<file path="src/rtl/sio_cfg_pkg.sv">
package sio_cfg_pkg;
    localparam int unsigned REG_W    = 8;
    localparam int unsigned IDX_W    = 8;
    localparam int unsigned NUM_REGS = 1 << IDX_W;

    localparam logic [IDX_W-1:0] IDX_PAR  = 8'hE6;
    localparam logic [IDX_W-1:0] IDX_SER1 = 8'hE7;
    localparam logic [IDX_W-1:0] IDX_SER2 = 8'hE8;

    typedef enum logic [2:0] {
        S_IDLE,
        S_SET_INDEX,
        S_PUT_DATA,
        S_GET_INDEX,
        S_GET_DATA,
        S_GET_OFF
    } acc_state_e;

    // Entries that accept data-port writes; all others are protected.
    function automatic logic entry_writable(input logic [IDX_W-1:0] i);
        return i inside {[8'hE0:8'hE3], [8'hE6:8'hE8], [8'hEE:8'hF2],
                         8'hF4, 8'hF6, 8'hF8, 8'hFC};
    endfunction

    function automatic logic [REG_W-1:0] entry_default(input logic [IDX_W-1:0] i);
        logic [REG_W-1:0] v;
        case (i)
            8'hE0:   v = 8'h3C;
            8'hE2:   v = 8'h03;
            8'hE3:   v = 8'hFC;
            IDX_PAR: v = 8'hDE;
            IDX_SER1: v = 8'hFE;
            IDX_SER2: v = 8'hBE;
            default: v = '0;
        endcase
        return v;
    endfunction
endpackage

</file>
<file path="src/rtl/sio_cfg_gate.sv">
module sio_cfg_gate #(
    parameter logic [7:0] ENABLE_OFFSET = 8'h85,
    parameter logic [7:0] ENABLE_MASK   = 8'h02
) (
    input  logic       clk,
    input  logic       rst_n,
    input  logic       cfg_wr,
    input  logic [7:0] cfg_addr,
    input  logic [7:0] cfg_wdata,
    output logic       port_en
);
    always_ff @(posedge clk) begin
        if (!rst_n) begin
            port_en <= 1'b0;
        end else if (cfg_wr && (cfg_addr == ENABLE_OFFSET)) begin
            port_en <= |(cfg_wdata & ENABLE_MASK);
        end
    end
endmodule

</file>
<file path="src/rtl/sio_cfg_store.sv">
module sio_cfg_store
    import sio_cfg_pkg::*;
(
    input  logic             clk,
    input  logic             rst_n,
    input  logic             idx_we,
    input  logic             dat_we,
    input  logic [REG_W-1:0] wdata,
    output logic [IDX_W-1:0] cur_idx,
    output logic [REG_W-1:0] sel_data,
    output logic [REG_W-1:0] par_base,
    output logic [REG_W-1:0] ser1_base,
    output logic [REG_W-1:0] ser2_base
);
    logic [REG_W-1:0] mem [NUM_REGS];

    always_ff @(posedge clk) begin
        if (!rst_n) begin
            for (int i = 0; i < NUM_REGS; i++) begin
                mem[i] <= entry_default(IDX_W'(i));
            end
        end else if (idx_we) begin
            mem[0] <= wdata;
        end else if (dat_we && entry_writable(cur_idx)) begin
            mem[cur_idx] <= wdata;
        end
    end

    // Entry 0 carries the index; reading it as data yields zero.
    assign cur_idx   = IDX_W'(mem[0]);
    assign sel_data  = (cur_idx == '0) ? '0 : mem[cur_idx];
    assign par_base  = mem[IDX_PAR];
    assign ser1_base = mem[IDX_SER1];
    assign ser2_base = mem[IDX_SER2];
endmodule

</file>
<file path="src/rtl/sio_cfg_ctrl.sv">
module sio_cfg_ctrl
    import sio_cfg_pkg::*;
#(
    parameter logic [REG_W-1:0] OFF_READ_VALUE = 8'hFF
) (
    input  logic             clk,
    input  logic             rst_n,
    input  logic             io_rd,
    input  logic             io_wr,
    input  logic             io_addr,
    input  logic [REG_W-1:0] io_wdata,
    input  logic             port_en,
    input  logic [IDX_W-1:0] cur_idx,
    input  logic [REG_W-1:0] sel_data,
    output logic             idx_we,
    output logic             dat_we,
    output logic [REG_W-1:0] wdata,
    output logic [REG_W-1:0] io_rdata,
    output logic             io_rvalid,
    output acc_state_e       state
);
    acc_state_e nxt;

    always_comb begin
        nxt = S_IDLE;
        unique case (state)
            S_IDLE: begin
                if (io_wr) begin
                    if (port_en) nxt = io_addr ? S_PUT_DATA : S_SET_INDEX;
                end else if (io_rd) begin
                    if (!port_en)     nxt = S_GET_OFF;
                    else if (io_addr) nxt = S_GET_DATA;
                    else              nxt = S_GET_INDEX;
                end
            end
            default: nxt = S_IDLE;
        endcase
    end

    always_ff @(posedge clk) begin
        if (!rst_n) begin
            state <= S_IDLE;
            wdata <= '0;
        end else begin
            state <= nxt;
            if (state == S_IDLE) wdata <= io_wdata;
        end
    end

    always_comb begin
        idx_we    = 1'b0;
        dat_we    = 1'b0;
        io_rvalid = 1'b0;
        io_rdata  = '0;
        unique case (state)
            S_SET_INDEX: idx_we = 1'b1;
            S_PUT_DATA:  dat_we = 1'b1;
            S_GET_INDEX: begin io_rvalid = 1'b1; io_rdata = REG_W'(cur_idx); end
            S_GET_DATA:  begin io_rvalid = 1'b1; io_rdata = sel_data; end
            S_GET_OFF:   begin io_rvalid = 1'b1; io_rdata = OFF_READ_VALUE; end
            default: ;
        endcase
    end
endmodule

</file>
<file path="src/rtl/sio_cfg_regfile.sv">
module sio_cfg_regfile
    import sio_cfg_pkg::*;
#(
    parameter logic [7:0]       ENABLE_OFFSET  = 8'h85,
    parameter logic [7:0]       ENABLE_MASK    = 8'h02,
    parameter logic [REG_W-1:0] OFF_READ_VALUE = 8'hFF
) (
    input  logic             clk,
    input  logic             rst_n,
    input  logic             cfg_wr,
    input  logic [7:0]       cfg_addr,
    input  logic [7:0]       cfg_wdata,
    input  logic             io_rd,
    input  logic             io_wr,
    input  logic             io_addr,
    input  logic [REG_W-1:0] io_wdata,
    output logic [REG_W-1:0] io_rdata,
    output logic             io_rvalid,
    output logic [REG_W-1:0] par_base,
    output logic [REG_W-1:0] ser1_base,
    output logic [REG_W-1:0] ser2_base
);
    logic             port_en;
    logic             idx_we;
    logic             dat_we;
    logic [REG_W-1:0] wdata;
    logic [IDX_W-1:0] cur_idx;
    logic [REG_W-1:0] sel_data;
    acc_state_e       state;

    sio_cfg_gate #(
        .ENABLE_OFFSET(ENABLE_OFFSET),
        .ENABLE_MASK  (ENABLE_MASK)
    ) u_gate (
        .clk      (clk),
        .rst_n    (rst_n),
        .cfg_wr   (cfg_wr),
        .cfg_addr (cfg_addr),
        .cfg_wdata(cfg_wdata),
        .port_en  (port_en)
    );

    sio_cfg_ctrl #(
        .OFF_READ_VALUE(OFF_READ_VALUE)
    ) u_ctrl (
        .clk      (clk),
        .rst_n    (rst_n),
        .io_rd    (io_rd),
        .io_wr    (io_wr),
        .io_addr  (io_addr),
        .io_wdata (io_wdata),
        .port_en  (port_en),
        .cur_idx  (cur_idx),
        .sel_data (sel_data),
        .idx_we   (idx_we),
        .dat_we   (dat_we),
        .wdata    (wdata),
        .io_rdata (io_rdata),
        .io_rvalid(io_rvalid),
        .state    (state)
    );

    sio_cfg_store u_store (
        .clk      (clk),
        .rst_n    (rst_n),
        .idx_we   (idx_we),
        .dat_we   (dat_we),
        .wdata    (wdata),
        .cur_idx  (cur_idx),
        .sel_data (sel_data),
        .par_base (par_base),
        .ser1_base(ser1_base),
        .ser2_base(ser2_base)
    );
endmodule

</file>
<file path="config.mk">
export PLATFORM = sky130hd
export DESIGN_NAME = sio_cfg_regfile
export DESIGN_NICKNAME = d
export VERILOG_FILES = /design/src/rtl/sio_cfg_pkg.sv /design/src/rtl/sio_cfg_gate.sv /design/src/rtl/sio_cfg_store.sv /design/src/rtl/sio_cfg_ctrl.sv /design/src/rtl/sio_cfg_regfile.sv
export SDC_FILE = /design/constraint.sdc
export NUM_CORES = 2
export LEC_CHECK = 0
export ABC_AREA = 1
export BUFFER_PORTS_ARGS = -buffer_cell sky130_fd_sc_hd__buf_2
export CORE_ASPECT_RATIO = 0.6
export CORE_MARGIN = 1
export CORE_UTILIZATION = 50
export DETAILED_ROUTE_END_ITERATION = 8
export PLACE_DENSITY_LB_ADDON = 0.08
export SKIP_LAST_GASP = 1
export SLEW_MARGIN = 15
export SYNTH_ARGS = -nofsm -noshare
export SYNTH_HDL_FRONTEND = slang
export SYNTH_SLANG_ARGS = --single-unit
export TNS_END_PERCENT = 5
</file>
<file path="constraint.sdc">
create_clock -name clk -period 2.8 [get_ports clk]
set_clock_uncertainty 0.2 [all_clocks]
set_input_delay 0.28 -clock clk [delete_from_list [all_inputs] [get_ports clk]]
set_output_delay 0.28 -clock clk [all_outputs]
set_load 0.02 [all_outputs]
</file>
==> impl_metrics.ini <==
[worst_setup_path]
critical_path.reg2reg.endpoint = u_store.mem[242][7]$_SDFFCE_PN0P_
timing.critical_path.to_type = output pin
worst_setup_path_endpoint = io_rdata[6]
worst_setup_path_startpoint = u_store.mem[0][0]$_DFFE_PP_
cp.required_ps = 2320
worst_path_max_delay_cell = sky130_fd_sc_hd__edfxtp_1
critPathArrivalTime_ps = 3730
reg2regPathDepth = 14
worst_path_most_repeated_cell = sky130_fd_sc_hd__nand2_1
timing.setup.critical_path_class = flip-flop to output pin
critical_path_cell_list = buf_6, buf_16, buf_12, nand2_1, nand2_1, nand2_1, nand3_1, nand2_1, nand2_1, o21ai_1, buf_4, nand2_1, nor2_2, nor2_1, buf_4, nor2_1, nand2_1, nand2_1, nand2_1, clkbuf_4
critPathMaxFanout = 41
worst_r2r_startpoint = u_store.mem[0][0]$_DFFE_PP_
setup.worst_path.start_class = flip-flop
r2r_setup_slack_ps = -360
max_incr_delay_on_cp_ps = 440

[clock_network]
clock_tree.htree_level_count = 4
cts.path.max_buffers = 4
clock_insertion_delay_worst_skew_ps = 810
numCtsBuffers = 195
clk_pin_slew_ps = 60
cts_sinks = 2060
cts_tree = yes
ctsRootBufferMaster = sky130_fd_sc_hd__clkbuf_16

[floorplanning]
core-area_um2 = 168000
die_h_um = 322
floorplan.die_area_um2 = 172000
initial_utilization = 0.507
dieWidth_um = 535
rows = 116
num_io_pins = 63

[pwr]
leakagePower_nw = 48.2
power.density_cell_area_nw_per_um2 = 648
power.ir.vdd_worst_v = 0.000553

[finish]
finalInstanceArea_um2 = 107000
nNetsFinal = 10400
area_growth_pct = 25.0
layout_cells_sized_above_1 = 0.0976
n_fill_cell = 13800

[sta]
totalNegativeSetupSlack_ps = -60170
timing.final.max_slew_violations = 0
max_freq_mhz = 237
timing.final.ws_setup_ps = -1410
final_min_period_over_clock_period = 1.50
max-slew-margin-rel = 0.528
hold-worst-slack_ps = 163
max_slew.worst_pin.slew_ps = 708
min_period_ps = 4210
report.final.setup_viol = 264
rsz0062_at_grt = yes
hold_viol = 0

[routing]
detailedRoute.firstIterationViolations = 6029
drc = 0
num_vias = 59300
via_per_inst = 4.64
routed_wire_length_per_instance_um = 17.3
firstDrtPassIters = 6
postRouteAntennaNets = 0
routed_wl_mm = 222

[placed_design]
gp_congestion = 0.873
place_area_um2 = 99000
post-dp-hpwl_mm = 150
numPortBuffers = 55

[global_route]
globalRouteOverflowTotal = 0
antenna_violations_before_repair = 0
largest_net_degree_at_the_start_of_global_routing = 86
grt_first_pass_wirelength_mm = 336
first_global_vias = 56800
grt.total_usage = 0.259

[flow_run]
max-cap-violations = 0

[yosys]
synthesis.area_per_instance_um2 = 10.6
synth_warnings = 0
netlist_instances = 8040
post_synth_instance_area_um2 = 85300
yosysUniqueCellTypes = 31
synth-seq-cells = 2060
synth_sequential_area_ratio = 0.724

[worst_hold_path]
timing.hold.worst.class = input port to flip-flop

[status]
violations = setup timing
outcome = finished, violations left
## critical path: cells and delay by family, from the launching register on
family                 cells  cell delay (ps)
AO/OA/AOI/OAI              1              160
flip-flops                 1              440
AND/OR/NAND/NOR           13             1160
buffers and inverters      6             1050
## metal layers
layer  global-route usage  routed length [um]  up-vias
met5                    0                   0        -
met4               0.0556                4560        0
met3               0.0466               18700      291
met2                0.372               91600     1986
met1                0.409              107000    27900
li1                     -                   -    29100
## area by class of cell
type                            count  area [um^2]  area share
Timing Repair Buffer              664         6710      0.0629
Sequential cell                  2060        61700       0.579
Antenna cell                        1         2.50   0.0000235
Clock buffer                      240         5100      0.0479
Clock inverter                     97          808     0.00758
Inverter                          300         1180      0.0110
Multi-Input combinational cell   7180        28200       0.265
Tap cell                         2242         2810      0.0263
## through the flow
| stage | setup slack [ps] | instances | utilization | power, mW |
|---|---|---|---|---|
| floorplan | 351 | 9951 | - | 41.0 |
| global placement | -1030 | 12400 | 0.589 | 43.6 |
| detailed placement | -979 | 12400 | 0.589 | 43.7 |
| CTS | -1400 | 12800 | 0.631 | 69.3 |
| global route | -1560 | 12800 | 0.634 | 71.6 |
| finish | -1410 | 12800 | 0.634 | 69.0 |
## flip-flops by register name, indices dropped and copies added (netlist names)
signal,flops
u_ctrl.wdata,8
u_ctrl.state,3
u_store.mem,2048
u_gate.port_en,1
## power by group
group	leakage (nW)	total [mW]	internal (mW)	switching [mW]
combinational	25.2	6.43	1.98	4.46
sequential	20.1	37.1	36.5	0.632
clock	2.91	25.5	14.2	11.3
## how the worst min path moves through the flow
stage	slack (ps)	start	endpoint	depth (start not counted)
global route	150	cfg_wdata[1]	u_gate.port_en$_SDFFE_PN0P_	4
global placement	270	u_gate.port_en$_SDFFE_PN0P_	u_gate.port_en$_SDFFE_PN0P_	2
finish	160	cfg_wdata[1]	u_gate.port_en$_SDFFE_PN0P_	4
detailed placement	290	u_gate.port_en$_SDFFE_PN0P_	u_gate.port_en$_SDFFE_PN0P_	2
CTS	40	cfg_wdata[1]	u_gate.port_en$_SDFFE_PN0P_	4
floorplan	160	io_wr	u_ctrl.state[2]$_SDFF_PP0_	1
## cells in the final DEF (no fill, tap or decap), drive strengths merged
| master | count |
|---|---|
| bufinv | 14 |
| edfxtp | 2048 |
| nand3 | 209 |
| nor4 | 1 |
| nand4 | 38 |
| clkbuf | 249 |
| o22ai | 1 |
| o21ai | 174 |
| nor3 | 4 |
| nor4b | 1 |
| clkinv | 86 |
| nor2 | 273 |
| o31ai | 1 |
| nand2 | 4491 |
| clkinvlp | 4 |
| a21oi | 72 |
| nand3b | 1 |
| inv | 293 |
| buf | 624 |
| dfxtp | 12 |
| a311oi | 1 |
| diode | 1 |
| bufbuf | 2 |
| o211ai | 1 |
| dlygate4sd3 | 29 |
| conb | 1912 |
## cell usage after synthesis, drive strengths merged
cell    number  area share
a21oi       72      0.0042
a311oi       1     0.00018
buf        250       0.014
clkbuf     161      0.0071
clkinv       9     0.00040
conb         1    0.000044
dfxtp       12      0.0028
edfxtp    2048        0.72
inv        291       0.013
nand2     4491        0.20
nand3      209       0.013
nand3b       1    0.000088
nand4       38      0.0033
nor2       273       0.012
nor3         4     0.00023
nor4         1    0.000073
nor4b        1     0.00010
o211ai       1    0.000088
o21ai      174       0.010
o22ai        1    0.000073
o31ai        1    0.000088
## logic make-up after synthesis
| kind of cell | count (synthesis) | share of synthesized area |
|---|---|---|
| DFF | 2060 | 0.724 |
| buffers and inverters | 711 | 0.0346 |
| other | 1 | 0.0000440 |
| and+or+nand+nor | 5018 | 0.226 |
| AOI/OAI and AO/OA | 250 | 0.0149 |
## repair_timing
item / in CTS / in global routing
gates resized for setup: 169 / 83
buffers inserted: 26 / 10
cloned: 5 / 7
hold endpoints to repair: 52 / 0
hold buffers: 29 / 0
pin swaps: 35 / 31
setup endpoints to repair: 264 / 264
Power figures use the tool's default switching activity.
